## config.mk

```make
export PLATFORM = sky130hd
export DESIGN_NAME = lcd_nib_ctrl
export DESIGN_NICKNAME = d
export VERILOG_FILES = /design/src/rtl/lcd_nib_pkg.sv /design/src/rtl/lcd_nib_timer.sv /design/src/rtl/lcd_nib_pins.sv /design/src/rtl/lcd_nib_ctrl.sv
export SDC_FILE = /design/constraint.sdc
export NUM_CORES = 1
export LEC_CHECK = 0
export ABC_CLOCK_PERIOD_IN_PS = 1700
export BUFFER_PORTS_ARGS = -buffer_cell sky130_fd_sc_hd__buf_2
export CAP_MARGIN = 20
export CORE_UTILIZATION = 50
export CTS_BUF_LIST = sky130_fd_sc_hd__clkbuf_4 sky130_fd_sc_hd__clkbuf_8
export CTS_CLUSTER_DIAMETER = 100
export DETAILED_ROUTE_END_ITERATION = 7
export GPL_TIMING_DRIVEN = 0
export HOLD_SLACK_MARGIN = 0.06
export PLACE_DENSITY = 0.77
export SLEW_MARGIN = 25
export SYNTH_ARGS = -nofsm -noshare
export SYNTH_HDL_FRONTEND = slang
export SYNTH_SLANG_ARGS = --single-unit
```

## constraint.sdc

```tcl
create_clock -name clk -period 1.7 [get_ports clk]
set_input_delay 0.085 -clock clk [delete_from_list [all_inputs] [get_ports clk]]
set_output_delay 0.085 -clock clk [all_outputs]
set_load 0.005 [all_outputs]
```

## src/rtl/lcd_nib_pkg.sv

```systemverilog
package lcd_nib_pkg;
  // Controller phase; each read or write nibble walks setup -> enable high -> hold.
  typedef enum logic [2:0] {
    ST_IDLE   = 3'd0,
    ST_RD_SU  = 3'd1,
    ST_RD_EH  = 3'd2,
    ST_RD_HLD = 3'd3,
    ST_TURN   = 3'd4,
    ST_WR_SU  = 3'd5,
    ST_WR_EH  = 3'd6,
    ST_WR_HLD = 3'd7
  } lcd_st_e;

  // Mode-select encodings, upper line is bit 1.
  localparam logic [1:0] MS_CMD   = 2'b00;
  localparam logic [1:0] MS_DADDR = 2'b01;
  localparam logic [1:0] MS_DATA  = 2'b10;
  localparam logic [1:0] MS_CADDR = 2'b11;

  localparam int BUSY_BIT = 3;
endpackage

```

## src/rtl/lcd_nib_timer.sv

```systemverilog
module lcd_nib_timer #(
  parameter int CW = 4
) (
  input  logic          clk,
  input  logic          rst,
  input  logic          start,
  input  logic [CW-1:0] len,
  output logic          last
);
  logic [CW-1:0] cnt_q;

  // Loaded with len-1 on phase entry, so a phase lasts len cycles.
  always_ff @(posedge clk) begin
    if (rst) begin
      cnt_q <= '0;
    end else if (start) begin
      cnt_q <= len - CW'(1);
    end else if (cnt_q != '0) begin
      cnt_q <= cnt_q - CW'(1);
    end
  end

  assign last = (cnt_q == '0);
endmodule

```

## src/rtl/lcd_nib_pins.sv

```systemverilog
module lcd_nib_pins
  import lcd_nib_pkg::*;
(
  input  logic       clk,
  input  logic       rst,
  input  lcd_st_e    st_nxt,
  input  logic [3:0] nib_nxt,
  input  logic [1:0] mode_nxt,
  output logic       ready,
  output logic [3:0] d_o,
  output logic       d_oe,
  output logic [1:0] ms,
  output logic       en,
  output logic       rw
);
  // Pins are registered from the next phase, so they line up with the phase register.
  always_ff @(posedge clk) begin
    if (rst) begin
      ready <= 1'b1;
      d_o   <= 4'h0;
      d_oe  <= 1'b1;
      ms    <= MS_CMD;
      en    <= 1'b0;
      rw    <= 1'b0;
    end else begin
      ready <= (st_nxt == ST_IDLE);
      case (st_nxt)
        ST_RD_SU, ST_RD_EH, ST_RD_HLD: begin
          d_o  <= 4'h0;
          d_oe <= 1'b0;
          ms   <= MS_CMD;
          en   <= (st_nxt == ST_RD_EH);
          rw   <= 1'b1;
        end
        ST_WR_SU, ST_WR_EH, ST_WR_HLD: begin
          d_o  <= nib_nxt;
          d_oe <= 1'b1;
          ms   <= mode_nxt;
          en   <= (st_nxt == ST_WR_EH);
          rw   <= 1'b0;
        end
        ST_TURN: begin
          d_o  <= 4'h0;
          d_oe <= 1'b1;
          ms   <= MS_CMD;
          en   <= 1'b0;
          rw   <= 1'b0;
        end
        default: begin
          d_o  <= 4'h0;
          d_oe <= 1'b1;
          ms   <= mode_nxt;
          en   <= 1'b0;
          rw   <= 1'b0;
        end
      endcase
    end
  end
endmodule

```

## src/rtl/lcd_nib_ctrl.sv

```systemverilog
module lcd_nib_ctrl
  import lcd_nib_pkg::*;
#(
  parameter int T_SU  = 2,
  parameter int T_EH  = 4,
  parameter int T_HLD = 2
) (
  input  logic       clk,
  input  logic       rst,
  input  logic       req_valid,
  output logic       req_ready,
  input  logic [7:0] req_byte,
  input  logic [1:0] req_mode,
  output logic [3:0] lcd_d_o,
  input  logic [3:0] lcd_d_i,
  output logic       lcd_d_oe,
  output logic [1:0] lcd_ms,
  output logic       lcd_en,
  output logic       lcd_rw
);
  localparam int T_MAX = (T_SU > T_EH) ? ((T_SU > T_HLD) ? T_SU : T_HLD)
                                       : ((T_EH > T_HLD) ? T_EH : T_HLD);
  localparam int CW = $clog2(T_MAX + 1);

  lcd_st_e     st_q, st_d;
  logic [7:0]  byte_q, byte_d;
  logic [1:0]  mode_q, mode_d;
  logic        rd2_q, rd2_d;
  logic        wrlo_q, wrlo_d;
  logic        busy_q, busy_d;
  logic        tmr_start, tmr_last;
  logic [CW-1:0] tmr_len;
  logic [3:0]  nib_nxt;
  logic        unused_rd;

  assign unused_rd = ^lcd_d_i[2:0];

  always_ff @(posedge clk) begin
    if (rst) begin
      st_q   <= ST_IDLE;
      byte_q <= 8'h00;
      mode_q <= MS_CMD;
      rd2_q  <= 1'b0;
      wrlo_q <= 1'b0;
      busy_q <= 1'b0;
    end else begin
      st_q   <= st_d;
      byte_q <= byte_d;
      mode_q <= mode_d;
      rd2_q  <= rd2_d;
      wrlo_q <= wrlo_d;
      busy_q <= busy_d;
    end
  end

  always_comb begin
    st_d   = st_q;
    byte_d = byte_q;
    mode_d = mode_q;
    rd2_d  = rd2_q;
    wrlo_d = wrlo_q;
    busy_d = busy_q;
    case (st_q)
      ST_IDLE: begin
        if (req_valid) begin
          byte_d = req_byte;
          mode_d = req_mode;
          rd2_d  = 1'b0;
          st_d   = ST_RD_SU;
        end
      end
      ST_RD_SU:  if (tmr_last) st_d = ST_RD_EH;
      ST_RD_EH: begin
        if (tmr_last) begin
          st_d = ST_RD_HLD;
          if (!rd2_q) busy_d = lcd_d_i[BUSY_BIT];
        end
      end
      ST_RD_HLD: begin
        if (tmr_last) begin
          if (!rd2_q) begin
            rd2_d = 1'b1;
            st_d  = ST_RD_SU;
          end else begin
            st_d = ST_TURN;
          end
        end
      end
      ST_TURN: begin
        if (busy_q) begin
          rd2_d = 1'b0;
          st_d  = ST_RD_SU;
        end else begin
          wrlo_d = 1'b0;
          st_d   = ST_WR_SU;
        end
      end
      ST_WR_SU:  if (tmr_last) st_d = ST_WR_EH;
      ST_WR_EH:  if (tmr_last) st_d = ST_WR_HLD;
      ST_WR_HLD: begin
        if (tmr_last) begin
          if (!wrlo_q) begin
            wrlo_d = 1'b1;
            st_d   = ST_WR_SU;
          end else begin
            st_d = ST_IDLE;
          end
        end
      end
      default: st_d = ST_IDLE;
    endcase
  end

  // Phase length chosen by the phase being entered.
  always_comb begin
    case (st_d)
      ST_RD_SU, ST_WR_SU:   tmr_len = CW'(T_SU);
      ST_RD_EH, ST_WR_EH:   tmr_len = CW'(T_EH);
      ST_RD_HLD, ST_WR_HLD: tmr_len = CW'(T_HLD);
      default:              tmr_len = CW'(1);
    endcase
  end

  assign tmr_start = (st_d != st_q);
  assign nib_nxt   = wrlo_d ? byte_d[3:0] : byte_d[7:4];

  lcd_nib_timer #(.CW(CW)) tmr_i (
    .clk   (clk),
    .rst   (rst),
    .start (tmr_start),
    .len   (tmr_len),
    .last  (tmr_last)
  );

  lcd_nib_pins pins_i (
    .clk      (clk),
    .rst      (rst),
    .st_nxt   (st_d),
    .nib_nxt  (nib_nxt),
    .mode_nxt (mode_d),
    .ready    (req_ready),
    .d_o      (lcd_d_o),
    .d_oe     (lcd_d_oe),
    .ms       (lcd_ms),
    .en       (lcd_en),
    .rw       (lcd_rw)
  );
endmodule

```

==> results <==
- The slew at the pin closest to its max-slew limit is roughly 0.53 ns.
- Along the worst path, the maximum fanout reaches 6.
- The number of antenna diodes is 0.
- In this run, synthesis produced a sequential element count of 29.
- The critical path goes through buf_4 > or3_4 > o22ai_2 > nand2_1 > o21ai_2 > ha_2 > nor2_2 > a221oi_2.
- The tree built by TritonCTS fans out to 29 sinks.
- The number of remaining DRC errors is 0.
- The number of instances in the synthesized netlist is roughly 130.
- The via count is 1098.
- In the final routed layout, each cell accounts on average for between 10 and 15 um.
- The first global-routing pass estimated 4.33 mm of wire.
- During synthesis, Yosys emitted a total of 0 warnings.
- Setup violations remaining at the end of the flow were counted as 2.
- After the first detailed-routing iteration, the DRC count stood at 26.
- The global-route congestion overflow total is 0.
- In the global route stage, met2 resource usage came out at 0.400.
- The via count of the first global-routing pass was between 1000 and 1500.
- The initial antenna violation count came to 0.
- The first TritonRoute pass finished after 4 iterations.
- After global routing, the most crowded layer is met2.
- The final reports fail on negative setup slack.
- The analysis attributes to cell leakage a power of just under 0.0008 uW.
- The final RePlAce weighted congestion is around 0.83.
- The width of the die is ~52 um.
- The fmax is about 0.58 GHz.
- The slowest stage cell on the critical path is or3_4.
- The final net count is about 200.
- The critical path class is register to register.
- The final setup TNS is -0.0664 ns.
- Counting every net in the synthesized netlist gives about 150.
- The maximum root-to-sink buffer count is 2.
- The H-tree level count is 2.
- Of the synthesized area, sequential elements account for 0.471.
- Data arrives at the worst endpoint at 1.98 ns.
- The post-synthesis cell area is about 0.0012 mm^2.
- In this run the power density over the cells is ~1300 mW/mm^2.
- In this run the remaining antenna-violating nets after routing total 0.
- Between clock sinks in the finished design, the worst skew comes to roughly 0.0084 ns.
- The count of buffers added on input and output ports is 23.
- The core occupancy in the finished layout is 0.766.
- The shortest period the worst path allows is approximately 1.7 ns.
- The dominant register cell in the synthesized netlist is dfxtp_1.
- At the worst endpoint, the required time is approximately 1.9 ns.
- The TritonCTS clock tree is yes.
- The count of max-cap constraint violations is 0.
- Entering global routing, the biggest net connects 11 pins.
- The total buffers and inverters traversed by the critical path is 1.
- By count the netlist is led by dfxtp_1, nor2_1, mux2i_1, nor3_1, and2_1.
- The origin of the worst setup path is tmr_i.cnt_q[1].
- The library cell with the highest instance count after synthesis is dfxtp_1.
- The tree is rooted in a clkbuf_4.
- Relative to the synthesized area, the layout overhead comes to 41.3%.
- After layout, the worst setup slack is -0.0385 ns.
- In this run the cell area measured after placement is about 0.0014 mm^2.
- For the worst-skew pair, the clock arrives at the later sink with an insertion delay of ~0.33 ns.
- After detailed routing, the number of vias per cell comes to between 5 and 6.
- STA classifies the critical path endpoint as a register.
- Headroom to the max-slew limit came out at 0.641.
- Counting flops with a built-in enable in the synthesized netlist gives 0.
- For met1 alone, demand over resource in global routing was 0.246.
- The total CTS buffers is 5.
- Dividing the final minimum period by the clock period gives 1.02.
- The cell family contributing the most delay on the critical path is simple AND/OR/NAND/NOR gates.
- The synthesized area per cell is ~9.6 um^2.
- Across every metal layer, demand over resource in global routing totals 0.230.
- The final-layout worst hold slack is 0.180 ns.
- The largest single stage delay on the critical path is ~0.38 ns.
- The number of different library cells used by synthesis comes to 35.
- VDD sags by at most about 0.94 mV.
- The fraction of registers with async set or reset after synthesis is 0.
- The clock transition at the register clock pins on the worst setup and hold paths after CTS is ~0.090 ns.
- Of the cells placed in the final design, the portion with a size suffix greater than 1 is 0.371.
- The top cell type's share of synthesized area is 0.471.
- For met3 alone, demand over resource in global routing was 0.0702.
- The class of the tightest hold or removal check is input port to register.
- The initial utilization of the core area, before any placement, comes to 0.542.
- Ranked by total cell area, the synthesized netlist is headed by dfxtp_1, mux2i_1, nor2_1.
- Detailed placement finished with a half-perimeter wire length of about 1.7 mm.
- In this run the most critical hold path is launched from req_valid.
- The row count is 17.
- The cell accounting for the most synthesized area is dfxtp_1.
- The count of final hold-check violations was 0.
- Setup repair after global routing could not meet its margin everywhere.
- The total area inside the core boundary comes to 0.00228 mm^2.
- The element type at the critical path start is a register.
- The flow ran to the end, but the final reports show violations.
- In this run the count of I/O pins placed on the die edge is 27.
- The total detailed-routing wirelength is a little over 3 mm.
- The floorplan step set the die height to around 52 um.
- In this run the critical register-to-register path is launched from tmr_i.cnt_q[1].
- The number of pins exceeding their max-slew limit in the final report is 0.
- After routing the design area is 0.00174 mm^2.
- The die covers 0.00267 mm^2.
==> report_power, final <==
group | internal, uW | switching (uW) | leakage (uW)
registers | 791 | 57.6 | 0.000239
clock network | 367 | 239 | 0.0000489
logic | 423 | 447 | 0.000487
total | 1580 | 744 | 0.000775
==> cell families (layout without fill, tap and decap cells) <==
kind of cell | Yosys count | in the layout | share of synthesized area
AND/OR/NAND/NOR | 49 | 49 | 0.198
flip-flops | 29 | 29 | 0.471
AO/OA/AOI/OAI | 20 | 20 | 0.117
multiplexers | 17 | 17 | 0.139
buffers and inverters | 12 | 61 | 0.0588
adder cells (fa/ha/maj) | 1 | 1 | 0.0101
XOR/XNOR | 1 | 1 | 0.00710
==> area by class of cell <==
class / instances / area [um^2]
flip-flops and latches: 29 / 588
clock buffers: 7 / 58.8
repair buffers: 43 / 295
plain buffers: 8 / 58.8
multi-input cells: 88 / 669
well taps: 28 / 35.0
clock inverters: 1 / 30.0
fillers: 157 / 533
inverters: 2 / 7.51
==> metrics by stage <==
stage,std cells,worst slack [ns],power [uW]
finish,206,-0.0385,2320
global route,206,-0.116,2440
CTS,202,-0.0561,2170
detailed placement,180,-0.166,1470
global placement,180,-0.115,1440
floorplan,129,-0.00804,1330
==> layout by cell type, fill, tap and decap left out, drive strengths merged, types with 2 or more instances in the layout <==
master / n
nor2b: 2
a21o: 2
clkbuf: 12
a21oi: 4
dfxtp: 29
o21ai: 2
nand2: 4
o21bai: 2
and2: 6
buf: 34
nor4b: 2
mux2i: 16
o21a: 2
inv: 2
nor2: 21
dlygate4sd3: 12
nor3: 7
or3: 2
==> tightest hold or removal path, cell delays in order <==
cell and delay, ns:
buf_2 0.14, mux2_2 0.17, a211oi_1 0.06
==> registers in the layout (all words and copies together) (netlist names) <==
| signal | cells |
|---|---|
| busy_q | 1 |
| byte_q | 8 |
| mode_q | 2 |
| pins_i.d_o | 4 |
| pins_i.d_oe | 1 |
| pins_i.en | 1 |
| pins_i.ms | 2 |
| pins_i.ready | 1 |
| pins_i.rw | 1 |
| rd2_q | 1 |
| st_q | 3 |
| tmr_i.cnt_q | 3 |
| wrlo_q | 1 |
==> routing by layer <==
metal | routed length (um) | up-vias
met5 | 0 | -
met4 | 51 | 0
met3 | 187 | 8
met2 | 1590 | 33
met1 | 1200 | 509
li1 | - | 548
==> final timing paths <==
path / to / slack, ns / cells after the start
setup / recovery: tmr_i.cnt_q[2] / -0.04 / 8
hold / removal: rd2_q / 0.18 / 3
setup reg to reg: tmr_i.cnt_q[2] / -0.04 / 8
hold reg to reg: byte_q[6] / 0.51 / 2
==> what timing repair did <==
action | in CTS | in global routing
pin swaps | 6 | 2
endpoints found under the hold margin | 12 | 0
hold buffers | 12 | 0
buffers inserted | 3 | 4
gates cloned | 0 | 1
endpoints found under the setup margin | 7 | 9
gates resized for setup | 10 | 17
(Power assumes the default switching activity.)
